$ cat src/rtl/fcs16_pkg.sv
package fcs16_pkg;
  localparam int REM_W    = 16;
  localparam int BYTE_W   = 8;
  localparam int REG_W    = 16;
  localparam int CLR_BIT  = 15;
  localparam logic [REM_W-1:0] POLY_REFL = 16'h8408;
  localparam logic [REM_W-1:0] SEED      = 16'hFFFF;

  typedef enum logic [1:0] {
    SEL_CTRL = 2'd0,
    SEL_BYTE = 2'd1,
    SEL_FCS  = 2'd2,
    SEL_NONE = 2'd3
  } reg_sel_e;
endpackage

$ cat src/rtl/fcs16_fold.sv
module fcs16_fold
  import fcs16_pkg::*;
#(
  parameter int W = REM_W,
  parameter int B = BYTE_W,
  parameter logic [W-1:0] POLY = POLY_REFL
) (
  input  logic [W-1:0] rem_in,
  input  logic [B-1:0] din,
  output logic [W-1:0] rem_out
);
  logic [W-1:0] stage [0:B];

  assign stage[0] = rem_in;

  for (genvar k = 0; k < B; k++) begin : g_bit
    logic fb;
    assign fb = stage[k][0] ^ din[k];
    assign stage[k+1] = (stage[k] >> 1) ^ (fb ? POLY : '0);
  end

  assign rem_out = stage[B];
endmodule

$ cat src/rtl/fcs16_counter.sv
module fcs16_counter #(
  parameter int CW = 12
) (
  input  logic          clk,
  input  logic          rst_n,
  input  logic          clr,
  input  logic          inc,
  output logic [CW-1:0] count
);
  localparam logic [CW-1:0] CMAX = {CW{1'b1}};

  always_ff @(posedge clk or negedge rst_n) begin
    if (!rst_n)                     count <= '0;
    else if (clr)                   count <= '0;
    else if (inc && count != CMAX)  count <= count + 1'b1;
  end

  a_r8_saturate_hold: assert property (@(posedge clk) disable iff (!rst_n)
    (!clr && inc && count == CMAX) |=> count == CMAX);
  a_r4_step_one: assert property (@(posedge clk) disable iff (!rst_n)
    (!clr && inc && count != CMAX) |=> count == $past(count) + 1'b1);
  a_r2_count_clear: assert property (@(posedge clk) disable iff (!rst_n)
    clr |=> count == '0);
endmodule

$ cat src/rtl/fcs16_engine.sv
module fcs16_engine
  import fcs16_pkg::*;
#(
  parameter int CNT_W = 12
) (
  input  logic             clk,
  input  logic             rst_n,
  input  logic [1:0]       reg_addr,
  input  logic             reg_wr,
  input  logic [REG_W-1:0] reg_wdata,
  output logic [REG_W-1:0] reg_rdata
);
  localparam int PAD_W = REG_W - CNT_W;

  logic             wr_ctrl, wr_byte, do_clr;
  logic [REM_W-1:0] rem_q, rem_next;
  logic [CNT_W-1:0] count;

  assign wr_ctrl = reg_wr && (reg_addr == SEL_CTRL);
  assign wr_byte = reg_wr && (reg_addr == SEL_BYTE);
  assign do_clr  = wr_ctrl && reg_wdata[CLR_BIT];

  fcs16_fold #(.W(REM_W), .B(BYTE_W), .POLY(POLY_REFL)) i_fold (
    .rem_in (rem_q),
    .din    (reg_wdata[BYTE_W-1:0]),
    .rem_out(rem_next)
  );

  fcs16_counter #(.CW(CNT_W)) i_count (
    .clk  (clk),
    .rst_n(rst_n),
    .clr  (do_clr),
    .inc  (wr_byte),
    .count(count)
  );

  always_ff @(posedge clk or negedge rst_n) begin
    if (!rst_n)       rem_q <= SEED;
    else if (do_clr)  rem_q <= SEED;
    else if (wr_byte) rem_q <= rem_next;
  end

  always_comb begin
    unique case (reg_sel_e'(reg_addr))
      SEL_CTRL: reg_rdata = {{PAD_W{1'b0}}, count};
      SEL_FCS:  reg_rdata = ~rem_q;
      default:  reg_rdata = '0;
    endcase
  end

  a_r2_rem_seed: assert property (@(posedge clk) disable iff (!rst_n)
    do_clr |=> rem_q == SEED);
  a_r3_idle_hold: assert property (@(posedge clk) disable iff (!rst_n)
    (!wr_byte && !do_clr) |=> ($stable(rem_q) && $stable(count)));
  a_r9_unused_zero: assert property (@(posedge clk) disable iff (!rst_n)
    (reg_addr == SEL_BYTE || reg_addr == SEL_NONE) |-> reg_rdata == '0);
  a_r4_pad_zero: assert property (@(posedge clk) disable iff (!rst_n)
    reg_addr == SEL_CTRL |-> reg_rdata[REG_W-1:CNT_W] == '0);
endmodule

$ cat config.mk
export PLATFORM = sky130hd
export DESIGN_NAME = fcs16_engine
export DESIGN_NICKNAME = d
export VERILOG_FILES = /design/src/rtl/fcs16_pkg.sv /design/src/rtl/fcs16_fold.sv /design/src/rtl/fcs16_counter.sv /design/src/rtl/fcs16_engine.sv
export SDC_FILE = /design/constraint.sdc
export NUM_CORES = 1
export LEC_CHECK = 0
export ABC_CLOCK_PERIOD_IN_PS = 1500
export CORE_ASPECT_RATIO = 0.5
export CORE_MARGIN = 2
export CORE_UTILIZATION = 46
export DETAILED_ROUTE_END_ITERATION = 7
export PLACE_DENSITY = 0.77
export SYNTH_ARGS = -nofsm -noshare
export SYNTH_HDL_FRONTEND = slang
export SYNTH_SLANG_ARGS = --single-unit
$ cat constraint.sdc
create_clock -name clk -period 1.5 [get_ports clk]
set_input_delay 0.3 -clock clk [delete_from_list [all_inputs] [get_ports clk]]
set_output_delay 0.3 -clock clk [all_outputs]
set_load 0.01 [all_outputs]
==> out/results.ini, run 1 <==
[place]
dp.cells = 292
dp_slack_ps = -685.2
place.detailed.hpwl_mm = 3.462
placement.cell_area_mm2 = 0.002429
place.gp.congestion = 0.8091
port_buffers = 29

[global_route]
groute.usage.overall_pct = 22.59
gr-usage-met3_pct = 3.692
initial_antenna_violation_count = 0
pin_count_of_the_biggest_net_entering_global_routing = 29
grt.met1_usage_pct = 31.07
grt_pass1_vias = 1476
grt-busiest-layer = met2
grt_remaining_overflow = 0
grt_pass1_wl_mm = 7.376
globalRouteMet2Util_pct = 38.81

[sta]
final.setup_skew_ps = 2.428
tightest_slew_ps = 301.5
maxSlewViolCount = 0
totalNegativeSetupSlack_ps = -18.80
max_slew_margin_pct = 79.75
post_route_minimum_period_ps = 1515
layout_worst_path_cycle_share_pct = 101.0
rsz_0062_raised_after_global_routing = true
timing_hold_violations_final = 0
setup_viol = 3
setup_ws_ps = -15.37
maxClockFrequency_mhz = 659.9

[synth]
synthesis.area_mm2 = 0.001728
ffs_w_async_s_r_synth_pct = 100.0
yosysTopAreaCellShare_pct = 24.33
ys_seq_elements = 28
seq_area_frac_synth_pct = 41.71
synth.most_common_cell = nor2_1
count_of_flip_flops_with_a_built_in_enable_after_synthesis = 0
postSynthNetCount = 196
ys.warnings.count = 0
synth_top_cells_by_area = dfstp_2 (24%), dfrtp_1 (17%), xnor2_1 (8.1%)
synthesis.area_per_instance_um2 = 9.931
synthCells = 174
netlist.top_cell.by_area = dfstp_2
synth_common_cells = nor2_1 (19), dfstp_2 (16), xnor2_1 (16)
yosys.cell_types.count = 40
postSynth.topFlopCell = dfstp_2

[setup_path]
critPathMaxFanout = 2
reg2reg_slack_ps = 0
slowest_delay_ps = 550
reg2reg_from = i_count.count[2]
critical_path.slowest_cell = dfstp_2
worst_setup_path_end_kind = primary output
worstPathRequired_ps = 1200
critical_path_startpoint = rem_q[0]
rr_endpoint = i_count.count[9]
setup.worst_path.class = reg -> out
worst-endpoint-arrival_ps = 1220
reg2regPathDepth = 6
path_cells = inv_2, mux2i_1, nor2_1, buf_2
timing.critical_path.from_type = flop

[pwr]
power.density_mw_per_mm2 = 1552
ir_drop_mv = 1.170
leakage_nw = 1.233

[min_path]
worst_hold_path_type = in -> async

[run]
max_cap_violations = 0

[routing]
dr_vias = 1725
drt-pass1-iter-count = 4
via_per_inst = 5.529
remaining_drc_errors = 0
avgRoutedWirePerCell_um = 16.61
wirelength_mm = 5.181
final_antenna_net_count = 0
detail_route.iter0.violations = 135

[floorplanning]
floorplan.die.width_um = 90.68
overall_die_area_mm2 = 0.004293
start_util_pct = 49.23
total_core_area_mm2 = 0.003510
die_h_um = 47.34
floorplan.io_pins = 37
row_count = 15

[clock_network]
tritoncts_clock_tree = built
cts-root-buf = clkbuf_8
clock_path_buffers = 2
post_cts_hold_buffer_count = 0
clock_transition_at_the_registers_of_the_reported_paths_ps = 110
h-tree-depth = 1
clk_latency_ps = 290
numClockSinks = 28
tritoncts.num_buffers = 3

[final_layout]
drive_above_1_share_pct = 48.66
design.final.nets = 284
utilization_pct = 76.15
final_cell_area_mm2 = 0.002673
n_antenna_cell = 0
areaGrowthSynthToFinish_pct = 54.67
layout.cells.non_filler = 312

[status]
violated_checks = setup timing
status = complete, but fails checks

through the flow:
stage                     hold WS, ps  power, mW
final                           360.0      4.147
after global routing            371.1      4.366
after CTS                       368.8      3.895
after detailed placement        517.2      3.349
after global placement          505.6      3.278
after floorplan                 4.409      2.471
timing repair:
| item | 4_1_cts | 5_1_grt |
|---|---|---|
| gates resized for setup | 68 | 28 |
| pin swaps | 4 | 15 |
| endpoints found under the setup margin | 44 | 39 |
| gates cloned | 0 | 1 |
| buffers inserted | 9 | 7 |
| hold endpoints to repair | 0 | 0 |
placed cells by master, fill, tap and decap left out, drive strengths merged, types with 2 or more instances in the layout:
master,n
o31ai,4
or2,2
mux2i,8
o21ai,6
clkdlybuf4s15,4
buf,73
a211oi,6
nor2,19
nand4,3
nor3,3
a21oi,9
dlygate4sd2,2
nand2b,3
nor4,4
xnor2,18
nand3,5
nor3b,3
and3,2
xor2,6
dfstp,16
inv,7
clkdlybuf4s50,10
o22a,8
clkbuf,4
o311ai,2
o211ai,5
dfrtp,12
nand2,9
power by group:
part / switching (mW) / internal, mW / leakage [nW]
clock network: 0.262 / 0.291 / 0.0339
registers: 0.226 / 1.14 / 0.328
logic: 0.957 / 1.27 / 0.871
final cells by class:
class | count | area, µm²
Clock buffer | 4 | 66.31
Fill cell | 231 | 837.1
Inverter | 7 | 26.28
Multi-Input combinational cell | 132 | 1057
Sequential cell | 28 | 724.4
Tap cell | 51 | 63.81
Timing Repair Buffer | 90 | 734.5
kinds of logic (layout without fill, tap and decap cells):
group,after synthesis,in the layout,share of synthesized area (%)
adders and majority gates,1,1,0.7240
and+or+nand+nor,58,58,20.42
xor gates and xnor gates,24,24,13.03
muxes,8,8,4.635
DFF,28,28,41.71
buffers and inverters,14,101,3.186
AOI/OAI and AO/OA,41,41,16.29
worst max-delay path, delay by kind of cell (launching register included):
family	cells	cell delay [ps]
DFF	1	550
muxes	1	160
and+or+nand+nor	1	60
buffers and inverters	2	160
how the worst max path moves through the flow:
stage	to	slack, ps	depth (start not counted)
3_5_place_dp	reg_rdata[3]	-690	5
5_1_grt	i_count.count[9]	-100	6
3_3_place_gp	reg_rdata[6]	-610	5
2_1_floorplan	reg_rdata[2]	30	4
4_1_cts	reg_rdata[0]	-30	4
6_report	reg_rdata[0]	-20	4
sequential cells by signal, indices dropped and copies added, names as in the netlist:
signal,cells
rem_q,16
i_count.count,12
metal layers:
metal	routed length, µm	part of all wire, %
met2	2441	47
met4	59	1.1
met3	240	4.6
met5	0	0
met1	2439	47
Power figures use the tool's default switching activity.
==> run 2: changes to the inputs <==
- SKIP_CTS_REPAIR_TIMING: unset -> 1
==> run 2 against run 1 <==
Core utilization up 0.25 points; clock skew is essentially flat; maximum frequency shrank 4.1%; die area did not move; the run still ends with setup timing left; non-clock buffer count stayed put; routed wire length increased by 1.1%; cell area is 0.33% higher; register-to-register slack worse by 80 ps; setup slack got worse by 64 ps; via count down 1.2%; first-iteration DRC count grew 12%; critical endpoint is now i_count.count[0]; sequential share of layout area fell by 0.14 points.
==> out/results.ini, run 2 (synthesized netlist as in run 1, its figures left out) <==
[status]
status = complete, but fails checks  ; unchanged
violated_checks = setup timing  ; unchanged

[sta]
totalNegativeSetupSlack_ps = -311.5  ; was -18.80 ps
final.setup_skew_ps = 2.923  ; was 2.428 ps
hold_ws_ps = 362.3  ; was 360.0 ps
setup_viol = 9  ; was 3
maxSlewViolCount = 0  ; unchanged
rsz_0062_raised_after_global_routing = true  ; unchanged
tightest_slew_ps = 351.9  ; was 301.5 ps
post_route_minimum_period_ps = 1580  ; was 1515 ps
timing_hold_violations_final = 0  ; unchanged
setup_ws_ps = -79.73  ; was -15.37 ps
max_slew_margin_pct = 76.37  ; was 79.75%
maxClockFrequency_mhz = 633.0  ; was 659.9 MHz
layout_worst_path_cycle_share_pct = 105.3  ; was 101.0%

[clock_network]
numClockSinks = 28  ; unchanged
cts-root-buf = clkbuf_8  ; unchanged
h-tree-depth = 1  ; unchanged
clock_transition_at_the_registers_of_the_reported_paths_ps = 100  ; was 110 ps
tritoncts_clock_tree = built  ; unchanged
tritoncts.num_buffers = 3  ; unchanged
clk_latency_ps = 290  ; about the same
clock_path_buffers = 2  ; unchanged

[setup_path]
worst-endpoint-arrival_ps = 1750  ; was 1220 ps
worstPathRequired_ps = 1670  ; was 1200 ps
slowest_delay_ps = 380  ; was 550 ps
timing.critical_path.from_type = flop  ; unchanged
path_cells = buf_6, nand4_1, nor4_4, buf_6, buf_12, buf_4, o31ai_1  ; was inv_2, mux2i_1, nor2_1, buf_2
timing.critical_path.buf_inv = 4  ; was 2
critical_path.slowest_cell = dfrtp_1  ; was dfstp_2
worst_setup_path_end_kind = flop  ; was primary output
critPathMaxFanout = 5  ; was 2
critical-path-top-delay-family = simple AND/OR/NAND/NOR gates  ; was flip-flops
setup.worst_path.class = reg -> reg  ; was reg -> out
worst_path_most_repeated_cell = buf_6

[final_layout]
drive_above_1_share_pct = 41.38  ; was 48.66%
layout.cells.non_filler = 312  ; unchanged
top_register = rem_q  ; unchanged
utilization_pct = 76.40  ; was 76.15%
design.final.nets = 284  ; unchanged
most-common-layout-cells = buf_4 (51), nor2_1 (18), xnor2_1 (16), dfstp_2 (16)  ; was buf_4 (52), nor2_1 (17), dfstp_2 (16)
leading_registers_by_flop_count = rem_q (16), i_count.count (12)  ; unchanged
nFillCells = 229  ; was 231
final_common_cell = buf_4  ; unchanged
final_cell_area_mm2 = 0.002681  ; was 0.002673 mm²
n_antenna_cell = 0  ; unchanged
flip_flop_count_of_the_largest_register_all_copies_and_words_added = 16  ; unchanged
multi_input_comb_area_mm2 = 0.001010  ; was 0.001057 mm²
areaGrowthSynthToFinish_pct = 55.18  ; was 54.67%
ff_latch_area_um2 = 723.2  ; was 724.4 µm²

[floorplanning]
floorplan.die.width_um = 90.68  ; unchanged
die_h_um = 47.34  ; unchanged
row_count = 15  ; unchanged
start_util_pct = 49.23  ; unchanged
total_core_area_mm2 = 0.003510  ; unchanged
floorplan.io_pins = 37  ; unchanged
overall_die_area_mm2 = 0.004293  ; unchanged

[global_route]
initial_antenna_violation_count = 0  ; unchanged
pin_count_of_the_biggest_net_entering_global_routing = 29  ; unchanged
grt_remaining_overflow = 0  ; unchanged
groute.usage.overall_pct = 21.53  ; was 22.59%
grt_pass1_wl_mm = 7.017  ; was 7.376 mm
grt_pass1_vias = 1454  ; was 1476

[routing]
remaining_drc_errors = 0  ; unchanged
wirelength_mm = 5.238  ; was 5.181 mm
detail_route.iter0.violations = 151  ; was 135
avgRoutedWirePerCell_um = 16.79  ; was 16.61 µm
via_per_inst = 5.462  ; was 5.529
dr_vias = 1704  ; was 1725
final_antenna_net_count = 0  ; unchanged
drt-pass1-iter-count = 4  ; unchanged

[min_path]
worst_hold_path_type = in -> async  ; unchanged

[place]
place.detailed.hpwl_mm = 3.462  ; unchanged
place.gp.congestion = 0.8091  ; unchanged
port_buffers = 29  ; unchanged
dp_slack_ps = -685.2  ; unchanged
dp.cells = 292  ; unchanged
placement.cell_area_mm2 = 0.002429  ; unchanged

[pwr]
ir_drop_mv = 1.140  ; was 1.170 mV
report.power.total_mw = 4.004  ; was 4.147 mW
leakage_nw = 1.328  ; was 1.233 nW
power.density_mw_per_mm2 = 1493  ; was 1552 mW/mm²

[run]
max_cap_violations = 0  ; unchanged

==> run 2: where the power goes <==
group	internal, mW	switching [mW]	total (mW)
sequential	1.14	0.229	1.37
combinational	1.20	0.886	2.08
clock	0.291	0.257	0.549
==> run 2: layout make-up <==
cell class,count,area share (%)
clock buffer,4,2.473
inverter,7,0.9799
multi-input combinational,132,37.66
sequential,28,26.97
tap,51,2.380
timing repair buffer,90,29.54
==> run 2: final timing paths <==
| check | from | endpoint | slack [ps] | cells after the start |
|---|---|---|---|---|
| max | i_count.count[9] | i_count.count[0] | -80 | 7 |
| min | rst_n | i_count.count[0] | 360 | 2 |
| max reg2reg | i_count.count[9] | i_count.count[0] | -80 | 7 |
| min reg2reg | i_count.count[4] | i_count.count[4] | 490 | 1 |
| max in group asynchronous | rst_n | rem_q[14] | 900 | 2 |
| min in group clk | i_count.count[4] | i_count.count[4] | 490 | 1 |
==> run 2: routing by layer <==
metal / up-vias / part of all wire (%) / track usage, %
li1: 798 / - / -
met1: 834 / 46 / 29.30
met2: 70 / 48 / 37.46
met3: 2 / 5.4 / 3.692
met4: 0 / 0.32 / 4.923
met5: - / 0 / 0
==> run 3: changes to the inputs <==
- SLEW_MARGIN: unset -> 20
==> results of run 3 <==
Final layout, timing and power as in run 2 (identical DEF).
